## src/rtl/spi_dma_pkg.sv

```systemverilog
package spi_dma_pkg;

    typedef enum logic [1:0] {
        DIR_OFF  = 2'b00,
        DIR_RX   = 2'b01,
        DIR_TX   = 2'b10,
        DIR_BOTH = 2'b11
    } dir_e;

    localparam int ERR_COUNT = 4;
    localparam int ERR_UNDER = 0;
    localparam int ERR_COLL  = 1;
    localparam int ERR_ABORT = 2;
    localparam int ERR_OVR   = 3;

endpackage

```

## src/rtl/spi_dma_mode.sv

```systemverilog
module spi_dma_mode
    import spi_dma_pkg::*;
(
    input  logic [1:0] cfg_dir,
    input  logic       cfg_master,
    output logic       mode_ok,
    output logic       tx_en,
    output logic       rx_en
);

    always_comb begin
        mode_ok = (cfg_dir != DIR_OFF) && !(cfg_master && (cfg_dir == DIR_RX));
        tx_en   = mode_ok && cfg_dir[1];
        rx_en   = mode_ok && cfg_dir[0];
    end

endmodule

```

## src/rtl/spi_dma_xfer.sv

```systemverilog
module spi_dma_xfer #(
    parameter int DATA_W = 8
) (
    input  logic              clk,
    input  logic              rst_n,
    input  logic              tx_en,
    input  logic              rx_en,
    input  logic              tx_ack,
    input  logic [DATA_W-1:0] tx_data,
    input  logic              sh_load,
    input  logic              sh_rx_valid,
    input  logic [DATA_W-1:0] sh_rx_byte,
    input  logic              rx_ack,
    output logic              tx_req,
    output logic              tx_full,
    output logic [DATA_W-1:0] sh_tx_byte,
    output logic              rx_req,
    output logic              rx_full,
    output logic [DATA_W-1:0] rx_data
);

    localparam logic [DATA_W-1:0] IDLE_CHAR = {DATA_W{1'b1}};

    typedef struct packed {
        logic              tx_full;
        logic              tx_req;
        logic [DATA_W-1:0] tx_byte;
        logic              rx_full;
        logic              rx_req;
        logic [DATA_W-1:0] rx_byte;
    } xfer_st_t;

    xfer_st_t st_d, st_q;

    always_comb begin
        st_d = st_q;

        if (!tx_en) begin
            st_d.tx_full = 1'b0;
        end else if (tx_ack) begin
            st_d.tx_full = 1'b1;
            st_d.tx_byte = tx_data;
        end else if (sh_load) begin
            st_d.tx_full = 1'b0;
        end
        st_d.tx_req = tx_en && !st_d.tx_full;

        if (!rx_en) begin
            st_d.rx_full = 1'b0;
        end else if (sh_rx_valid) begin
            st_d.rx_full = 1'b1;
            st_d.rx_byte = sh_rx_byte;
        end else if (rx_ack) begin
            st_d.rx_full = 1'b0;
        end
        st_d.rx_req = rx_en && st_d.rx_full;
    end

    always_ff @(posedge clk) begin
        if (!rst_n) st_q <= '0;
        else        st_q <= st_d;
    end

    always_comb begin
        tx_req     = st_q.tx_req;
        tx_full    = st_q.tx_full;
        sh_tx_byte = tx_en ? st_q.tx_byte : IDLE_CHAR;
        rx_req     = st_q.rx_req;
        rx_full    = st_q.rx_full;
        rx_data    = st_q.rx_byte;
    end

endmodule

```

## src/rtl/spi_dma_frame.sv

```systemverilog
module spi_dma_frame (
    input  logic clk,
    input  logic rst_n,
    input  logic mode_ok,
    input  logic tx_en,
    input  logic rx_en,
    input  logic cfg_master,
    input  logic tx_ack,
    input  logic tx_ssv,
    input  logic tx_eof,
    input  logic tx_full,
    input  logic sh_load,
    input  logic sh_char_done,
    input  logic ss_in_n,
    output logic ss_out_n,
    output logic frame_active,
    output logic tx_done,
    output logic rx_done
);

    typedef struct packed {
        logic ssv;
        logic teof;
        logic last;
        logic ss_n;
        logic ss_prev;
        logic tx_done;
        logic rx_done;
    } frame_st_t;

    localparam frame_st_t FRAME_RST = '{
        ssv: 1'b0, teof: 1'b0, last: 1'b0, ss_n: 1'b1,
        ss_prev: 1'b1, tx_done: 1'b0, rx_done: 1'b0
    };

    frame_st_t st_d, st_q;
    logic      end_evt;

    always_comb begin
        st_d         = st_q;
        st_d.tx_done = 1'b0;
        st_d.rx_done = 1'b0;
        end_evt      = 1'b0;

        if (!mode_ok || !cfg_master) begin
            st_d.ssv  = 1'b0;
            st_d.teof = 1'b0;
            st_d.last = 1'b0;
        end else begin
            // closing the frame after the marked byte has shifted
            if (sh_char_done && st_q.last) begin
                st_d.ssv  = 1'b0;
                st_d.teof = 1'b0;
                st_d.last = 1'b0;
                end_evt   = 1'b1;
            end
            // the marked byte leaves the holding register
            if (sh_load && st_q.teof && tx_full) begin
                st_d.last = 1'b1;
            end
            // descriptor flags ride along with the DMA write
            if (tx_ack && tx_en) begin
                if (tx_ssv) st_d.ssv  = 1'b1;
                if (tx_eof) st_d.teof = 1'b1;
            end
        end

        if (mode_ok && !cfg_master && ss_in_n && !st_q.ss_prev) begin
            end_evt = 1'b1;
        end

        st_d.ss_prev = ss_in_n;
        st_d.tx_done = end_evt && tx_en;
        st_d.rx_done = end_evt && rx_en;
        st_d.ss_n    = !(cfg_master && mode_ok && st_d.ssv);
    end

    always_ff @(posedge clk) begin
        if (!rst_n) st_q <= FRAME_RST;
        else        st_q <= st_d;
    end

    always_comb begin
        ss_out_n     = st_q.ss_n;
        frame_active = cfg_master ? st_q.ssv : !ss_in_n;
        tx_done      = st_q.tx_done;
        rx_done      = st_q.rx_done;
    end

endmodule

```

## src/rtl/spi_dma_err.sv

```systemverilog
module spi_dma_err
    import spi_dma_pkg::*;
(
    input  logic                 clk,
    input  logic                 rst_n,
    input  logic                 mode_ok,
    input  logic                 tx_en,
    input  logic                 rx_en,
    input  logic                 cfg_master,
    input  logic                 sh_load,
    input  logic                 tx_full,
    input  logic                 frame_active,
    input  logic                 tx_ack,
    input  logic                 sh_rx_valid,
    input  logic                 rx_full,
    input  logic                 rx_ack,
    input  logic                 ss_in_n,
    input  logic                 clr_we,
    input  logic [ERR_COUNT-1:0] clr_mask,
    output logic [ERR_COUNT-1:0] err_status,
    output logic                 irq
);

    typedef struct packed {
        logic [ERR_COUNT-1:0] err;
        logic                 irq;
    } err_st_t;

    err_st_t              st_d, st_q;
    logic [ERR_COUNT-1:0] set_vec;
    logic [ERR_COUNT-1:0] clr_vec;

    always_comb begin
        set_vec            = '0;
        set_vec[ERR_UNDER] = tx_en && sh_load && !tx_full && frame_active;
        set_vec[ERR_COLL]  = tx_en && tx_ack && tx_full && !sh_load;
        set_vec[ERR_ABORT] = mode_ok && cfg_master && !ss_in_n;
        set_vec[ERR_OVR]   = rx_en && sh_rx_valid && rx_full && !rx_ack;
        clr_vec            = clr_we ? clr_mask : '0;
    end

    for (genvar b = 0; b < ERR_COUNT; b++) begin : g_bit
        always_comb begin
            st_d.err[b] = (st_q.err[b] && !clr_vec[b]) || set_vec[b];
        end
    end

    always_comb st_d.irq = |st_d.err;

    always_ff @(posedge clk) begin
        if (!rst_n) st_q <= '0;
        else        st_q <= st_d;
    end

    always_comb begin
        err_status = st_q.err;
        irq        = st_q.irq;
    end

endmodule

```

## src/rtl/spi_dma_link.sv

```systemverilog
module spi_dma_link
    import spi_dma_pkg::*;
#(
    parameter int DATA_W = 8
) (
    input  logic                 clk,
    input  logic                 rst_n,
    input  logic [1:0]           cfg_dir,
    input  logic                 cfg_master,
    output logic                 dma_tx_req,
    input  logic                 dma_tx_ack,
    input  logic [DATA_W-1:0]    dma_tx_data,
    input  logic                 dma_tx_ssv,
    input  logic                 dma_tx_eof,
    output logic                 dma_tx_done,
    output logic                 dma_rx_req,
    input  logic                 dma_rx_ack,
    output logic [DATA_W-1:0]    dma_rx_data,
    output logic                 dma_rx_done,
    input  logic                 sh_load,
    output logic [DATA_W-1:0]    sh_tx_byte,
    input  logic                 sh_char_done,
    input  logic                 sh_rx_valid,
    input  logic [DATA_W-1:0]    sh_rx_byte,
    input  logic                 ss_in_n,
    output logic                 ss_out_n,
    input  logic                 err_clr_we,
    input  logic [ERR_COUNT-1:0] err_clr_mask,
    output logic [ERR_COUNT-1:0] err_status,
    output logic                 irq
);

    logic mode_ok, tx_en, rx_en;
    logic tx_full, rx_full, frame_active;

    spi_dma_mode u_mode (
        .cfg_dir    (cfg_dir),
        .cfg_master (cfg_master),
        .mode_ok    (mode_ok),
        .tx_en      (tx_en),
        .rx_en      (rx_en)
    );

    spi_dma_xfer #(.DATA_W(DATA_W)) u_xfer (
        .clk         (clk),
        .rst_n       (rst_n),
        .tx_en       (tx_en),
        .rx_en       (rx_en),
        .tx_ack      (dma_tx_ack),
        .tx_data     (dma_tx_data),
        .sh_load     (sh_load),
        .sh_rx_valid (sh_rx_valid),
        .sh_rx_byte  (sh_rx_byte),
        .rx_ack      (dma_rx_ack),
        .tx_req      (dma_tx_req),
        .tx_full     (tx_full),
        .sh_tx_byte  (sh_tx_byte),
        .rx_req      (dma_rx_req),
        .rx_full     (rx_full),
        .rx_data     (dma_rx_data)
    );

    spi_dma_frame u_frame (
        .clk          (clk),
        .rst_n        (rst_n),
        .mode_ok      (mode_ok),
        .tx_en        (tx_en),
        .rx_en        (rx_en),
        .cfg_master   (cfg_master),
        .tx_ack       (dma_tx_ack),
        .tx_ssv       (dma_tx_ssv),
        .tx_eof       (dma_tx_eof),
        .tx_full      (tx_full),
        .sh_load      (sh_load),
        .sh_char_done (sh_char_done),
        .ss_in_n      (ss_in_n),
        .ss_out_n     (ss_out_n),
        .frame_active (frame_active),
        .tx_done      (dma_tx_done),
        .rx_done      (dma_rx_done)
    );

    spi_dma_err u_err (
        .clk          (clk),
        .rst_n        (rst_n),
        .mode_ok      (mode_ok),
        .tx_en        (tx_en),
        .rx_en        (rx_en),
        .cfg_master   (cfg_master),
        .sh_load      (sh_load),
        .tx_full      (tx_full),
        .frame_active (frame_active),
        .tx_ack       (dma_tx_ack),
        .sh_rx_valid  (sh_rx_valid),
        .rx_full      (rx_full),
        .rx_ack       (dma_rx_ack),
        .ss_in_n      (ss_in_n),
        .clr_we       (err_clr_we),
        .clr_mask     (err_clr_mask),
        .err_status   (err_status),
        .irq          (irq)
    );

endmodule

```

## config.mk

```make
export PLATFORM = sky130hd
export DESIGN_NAME = spi_dma_link
export DESIGN_NICKNAME = d
export VERILOG_FILES = /design/src/rtl/spi_dma_pkg.sv /design/src/rtl/spi_dma_mode.sv /design/src/rtl/spi_dma_xfer.sv /design/src/rtl/spi_dma_frame.sv /design/src/rtl/spi_dma_err.sv /design/src/rtl/spi_dma_link.sv
export SDC_FILE = /design/constraint.sdc
export NUM_CORES = 1
export LEC_CHECK = 0
export CORE_UTILIZATION = 35
export CTS_CLUSTER_SIZE = 30
export DETAILED_ROUTE_END_ITERATION = 12
export DONT_BUFFER_PORTS = 1
export HOLD_SLACK_MARGIN = 0.12
export PLACE_DENSITY = 0.58
export RECOVER_POWER = 50
export SLEW_MARGIN = 20
export SYNTH_ARGS = -nofsm -noshare
export SYNTH_HDL_FRONTEND = slang
export SYNTH_SLANG_ARGS = --single-unit
```

## constraint.sdc

```tcl
create_clock -name clk -period 0.9 [get_ports clk]
set_input_delay 0.09 -clock clk [delete_from_list [all_inputs] [get_ports clk]]
set_output_delay 0.09 -clock clk [all_outputs]
set_load 0.01 [all_outputs]
```

## Yosys cells after proc, flatten, opt, wreduce, memory -nomap -nowiden

Cells that the tools add are included.

| storage, ports and cells | value |
|---|---|
| flip-flop bits (word level) | 32 |
| bits in latches | 0 |
| bits in writable memories | 0 |
| ROM bits | 0 |
| input bits | 34 |
| word-level logic and storage cells | 90 |
| memories kept | 0 |

| cells by class | value |
|---|---|
| $add $sub $neg | 0 |
| multipliers | 0 |
| divide/modulo/power cells | 0 |
| order comparisons | 0 |
| equal/unequal tests | 1 |
| shift-type cells | 0 |
| mux-type cells | 18 |
| bitwise gates (word level) | 1 |
| reductions and logical operators | 55 |

Operators with widths:

| cell | number |
|---|---|
| $logic_and 1x1->1 | 30 |
| $logic_not 1->1 | 14 |
| $mux 1 | 13 |
| $mux 8 | 1 |
| $mux 3 | 2 |
| $logic_or 1x1->1 | 5 |
| $mux 4 | 1 |
| $reduce_and 2->1 | 2 |
| $reduce_bool 2->1 | 2 |
| $reduce_or 4->1 | 1 |
| $eq 2x1->1 const B | 1 |
| $mux 2 | 1 |
| $reduce_or 2->1 | 1 |
| $not 1->1 | 1 |

## Longest topological paths before layout

| depth | value |
|---|---|
| depth in word-level cells | 10 |
| gate-level depth with buffers | 4 |
| mapped depth without buffers | 3 |

## Hierarchy

Synthesis repeated with hierarchy kept, for this count alone.

| second synthesis, totals | value |
|---|---|
| cells, all modules | 157 |
| area, all modules | 1456.4 sq um |

By module, submodules not included:

| module | times used | cells an instance | area each (sq um) | sequential area each (sq um) |
|---|---|---|---|---|
| spi_dma_xfer | 1 | 103 | 947.2 | 380.4 |
| spi_dma_frame | 1 | 27 | 261.5 | 140.1 |
| spi_dma_err | 1 | 23 | 225.2 | 100.1 |
| spi_dma_mode | 1 | 4 | 22.5 | 0.0 |

## Worst setup path after synthesis

Ideal clock, no wire load.

| timing | value |
|---|---|
| path type | register to register |
| from | reg u_xfer.rx_req (netlist name) |
| to | reg u_err.st_q (netlist bit u_err.irq) |
| setup time | 136 ps |
| arrival | 851 ps |
| setup slack | -88 ps |
| cell stages (with the launch flop) | 4 |
| buffers on the path | 0 |
| cell sequence | dfxtp_1 and2b_1 a32oi_4 a41oi_2 |

RTL lines:

| element | RTL line | RTL |
|---|---|---|
| end signal: assignment | spi_dma_err.sv:52 | `else st_q <= st_d;` |
| end: declaration | spi_dma_err.sv:29 | `err_st_t st_d, st_q;` |

## Worst setup path in the final report

| timing | value |
|---|---|
| from | reg u_xfer.st_q (netlist bit u_xfer.tx_full) |
| to | reg u_err.st_q (netlist bit u_err.irq) |

| on the way | value |
|---|---|
| longest elaborated chain between the ends | 5 |
| elaborated cells on any way between the ends | 8 |
| classes of those cells | reduce/logical: 8 |

RTL lines:

| element | RTL line | RTL |
|---|---|---|
| start: declaration | spi_dma_xfer.sv:33 | `xfer_st_t st_d, st_q;` |
| start signal: assignment | spi_dma_xfer.sv:61 | `else st_q <= st_d;` |
| $logic_not 1->1 | spi_dma_err.sv:35 | `set_vec[ERR_UNDER] = tx_en && sh_load && !tx_full && frame_active;` |
| $logic_and 1x1->1 (2 in a row) | spi_dma_err.sv:35 |  |
| $logic_or 1x1->1 | spi_dma_err.sv:44 | `st_d.err[b] = (st_q.err[b] && !clr_vec[b]) \|\| set_vec[b];` |
| $reduce_or 4->1 (*) | spi_dma_err.sv:48 | `always_comb st_d.irq = \|st_d.err;` |

Mark *: on every way between the ends. The rest lies on a longest branch, timed or not.
A chain may end at the register's enable or synchronous reset.

==> impl_metrics.json <==
{
  "slew_violations": 0,
  "gp_congestion": 0.749,
  "synthFlopType": "dfxtp_1",
  "synth.top_cell.area_share_pct": 47.8,
  "placed_area_mm2": 0.00135,
  "p_sw_share_pct": 22.5,
  "synth.area.mux_share_pct": 0,
  "synth_most_common_cell": "dfxtp_1",
  "cts_htree_levels": 2,
  "synth_top_family_by_area": "simple AND/OR/NAND/NOR gates",
  "syn_avg_cell_area_um2": 8.60,
  "netlist_top_cells_area": "dfxtp_1 (48%), a21oi_1 (7.3%), nand2_1 (7.2%)",
  "path_buf_inv": 0,
  "yosys.area.top_type": "dfxtp_1",
  "start_util_pct": 37.7,
  "post_cts_buffers": 0,
  "cts_made_buffers": 5,
  "fmax_ghz": 1.04,
  "coreArea_mm2": 0.00344,
  "drive_gt1_share_pct": 15.0,
  "drtIter0Drc": 15,
  "setup_viol": 1,
  "tns_ns": -0.0582,
  "multi_input_area_um2": 582,
  "cts-root-buf": "clkbuf_8",
  "synthCells": 151,
  "status": "finished with violations",
  "ant_nets": 0,
  "ff_latch_area_um2": 623,
  "start_kind": "register",
  "grt_pass1_vias": 1139,
  "fp-row-count": 21,
  "ir_drop_v": 0.00101,
  "pwr-share-comb_pct": 12.1,
  "synth_cell_types": 27,
  "clockPowerShare_pct": 36.6,
  "cts_sinks": 31,
  "synth-xor-area-share_pct": 0,
  "cp-end-kind": "register",
  "path_max_fanout": 3,
  "n_fill_cell": 321,
  "portBuffers": 0,
  "timing.final.ws_setup_ns": -0.0582,
  "synth-adder-area-share_pct": 0,
  "die_area_mm2": 0.00396,
  "finalCriticalPeriod_ns": 0.958,
  "wl_um": 3240,
  "die_w_um": 62.9,
  "slowest_stage": "dfxtp_2",
  "critical_path_arrival_ns": 1.10,
  "seq_area_frac_synth_pct": 47.8,
  "drt_pass1_iterations": 4,
  "worst_skew_pair.late_latency_ns": 0.27,
  "synthArstFlopShare_pct": 0,
  "failed_checks": "setup timing",
  "slew_headroom_pct": 56.4,
  "diodes": 0,
  "path_class": "reg2reg",
  "cp_top_family": "compound AO/OA/AOI/OAI gates",
  "syn_to_final_growth_pct": 36.1,
  "fin_worst_skew_ns": 0.00300,
  "routed_via_density": 4.94,
  "fin_crit_sh_pct": 106,
  "syn-cell-area_mm2": 0.00130,
  "antenna_found_initial": 0,
  "synth-simple-area-share_pct": 26.0,
  "tightest_slew_ns": 0.653,
  "boundaryPins": 60,
  "rsz0062_at_grt": "true",
  "crit_chain": "and2b_1 -> a22oi_2 -> a41oi_2",
  "cts_tree": "yes",
  "power_density_mw_per_mm2": 1610,
  "maxCapViolCount": 0,
  "required_ns": 1.04,
  "yosysWarnings": 0,
  "vias": 1150,
  "drc": 0,
  "leakagePower_uw": 0.000676,
  "p_sw_uw": 641,
  "holdCritPathClass": "in2reg",
  "grt_max_degree": 18,
  "overflow": 0,
  "syn_nets": 185,
  "clock_path_buffers": 2,
  "intPower_uw": 2210,
  "hold_violations": 0,
  "final_nets": 221,
  "seqPwrFrac_pct": 51.3,
  "wl_per_cell_um": 13.9,
  "final_area_mm2": 0.00177,
  "die_h_um": 62.9,
  "synthTopCellsByCount": "dfxtp_1 (31), nand2_1 (25), a21oi_1 (19)",
  "globalRouteTotalUtil_pct": 15.9,
  "ys_ff_latch": 31,
  "synth_compound_area_share_pct": 17.7,
  "grt_pass1_wl_um": 4880,
  "max_stage_delay_ns": 0.32,
  "synth_edf_count": 0,
  "dp_hpwl_um": 2260,
  "path_clk_slew_ns": 0.06
}
==> routing by layer <==
metal	wire, um	up-vias	part of all wire, %	GRT usage, %
met5	0	-	0	0
met4	33	0	1.0	5.23
met3	284	5	8.8	7.12
met2	1650	46	51	29.2
met1	1260	527	39	15.6
li1	-	572	-	-
==> logic make-up after synthesis <==
| kind of cell | after synthesis |
|---|---|
| buffers and inverters | 16 |
| and+or+nand+nor | 69 |
| AOI/OAI and AO/OA | 35 |
| DFF | 31 |
==> worst reg2reg max path: stages, from the launching register on <==
cell and delay [ns]:
dfxtp_2 0.32, and2b_1 0.18, a22oi_2 0.20, a41oi_2 0.13
==> path summary, 6_finish.rpt <==
kind | from | end | slack, ns | depth (start not counted)
worst max-delay path | u_xfer.tx_full$_SDFF_PN0_ | u_err.irq$_SDFF_PN0_ | -0.06 | 3
worst min register to register | u_xfer.st_q[11]$_SDFFE_PN0N_ | u_xfer.st_q[11]$_SDFFE_PN0N_ | 0.45 | 2
worst min-delay path | err_clr_we | u_err.err_status[2]$_SDFF_PN0_ | 0.06 | 3
worst max register to register | u_xfer.tx_full$_SDFF_PN0_ | u_err.irq$_SDFF_PN0_ | -0.06 | 3
==> placed cells by master, fill, tap and decap left out <==
master | netlist | routed
a2bb2oi_1 | 1 | 1
nor2_1 | 8 | 7
nand4_1 | 1 | 1
dlymetal6s4s_1 | 0 | 1
nor3_2 | 0 | 1
o21ai_1 | 8 | 7
inv_1 | 1 | 1
a22oi_2 | 1 | 1
clkinv_2 | 0 | 1
a32oi_4 | 1 | 1
nand2b_1 | 14 | 14
dfxtp_1 | 31 | 29
nand2_1 | 25 | 25
clkbuf_8 | 0 | 6
and2_1 | 2 | 2
a31oi_2 | 0 | 1
a21oi_1 | 19 | 19
dfxtp_2 | 0 | 2
nor2_2 | 0 | 1
nand3_1 | 11 | 11
o21ai_0 | 0 | 1
a22oi_1 | 1 | 1
nor2b_1 | 2 | 2
buf_4 | 11 | 11
a21boi_0 | 1 | 1
and3b_1 | 1 | 1
buf_6 | 1 | 1
or2_1 | 1 | 1
dlygate4sd3_1 | 0 | 30
a22o_1 | 1 | 1
and2b_1 | 2 | 2
clkbuf_4 | 0 | 1
nor3_1 | 2 | 1
a41oi_2 | 1 | 1
==> layout make-up <==
class	instances	area share, %
Sequential cell	31	35.2
Multi-Input combinational cell	104	32.9
Clock buffer	6	4.67
Inverter	1	0.212
Timing Repair Buffer	44	23.4
Clock inverter	1	0.283
Tap cell	46	3.26
==> power groups by stage <==
stage	Combinational, uW	Sequential, uW	Clock (uW)
after floorplan	211	1480	0
after global placement	216	1490	0
after detailed placement	225	1490	0
after CTS	329	1460	1090
after global routing	374	1460	1130
final	345	1460	1040
==> timing repair <==
action	4_1_cts	5_1_grt
hold endpoints to repair	31	3
setup endpoints to repair	2	7
hold buffers	29	2
resized for setup	2	4
pin swaps	0	1
==> through the flow <==
step                      std cells  power, uW  setup WS [ns]  hold WS (ns)  utilization (%)
after global routing            233       2970        -0.0910        0.0782             51.4
after global placement          195       1700        -0.0455         0.165             39.2
after floorplan                 151       1690        -0.0150         0.163                -
after detailed placement        195       1710         -0.158         0.168             39.2
final                           233       2850        -0.0582        0.0564             51.4
after CTS                       231       2880        -0.0568       -0.0209             50.4
==> sequential cells by signal, summed over array words and instances, names as in the netlist <==
register	flops
u_frame.ss_out_n	1
u_xfer.st_q	8
u_xfer.rx_data	8
u_err.err_status	4
u_frame.rx_done	1
u_frame.tx_done	1
u_frame.st_q	4
u_err.irq	1
u_xfer.tx_full	1
u_xfer.rx_req	1
u_xfer.tx_req	1
Power figures use the tool's default switching activity.
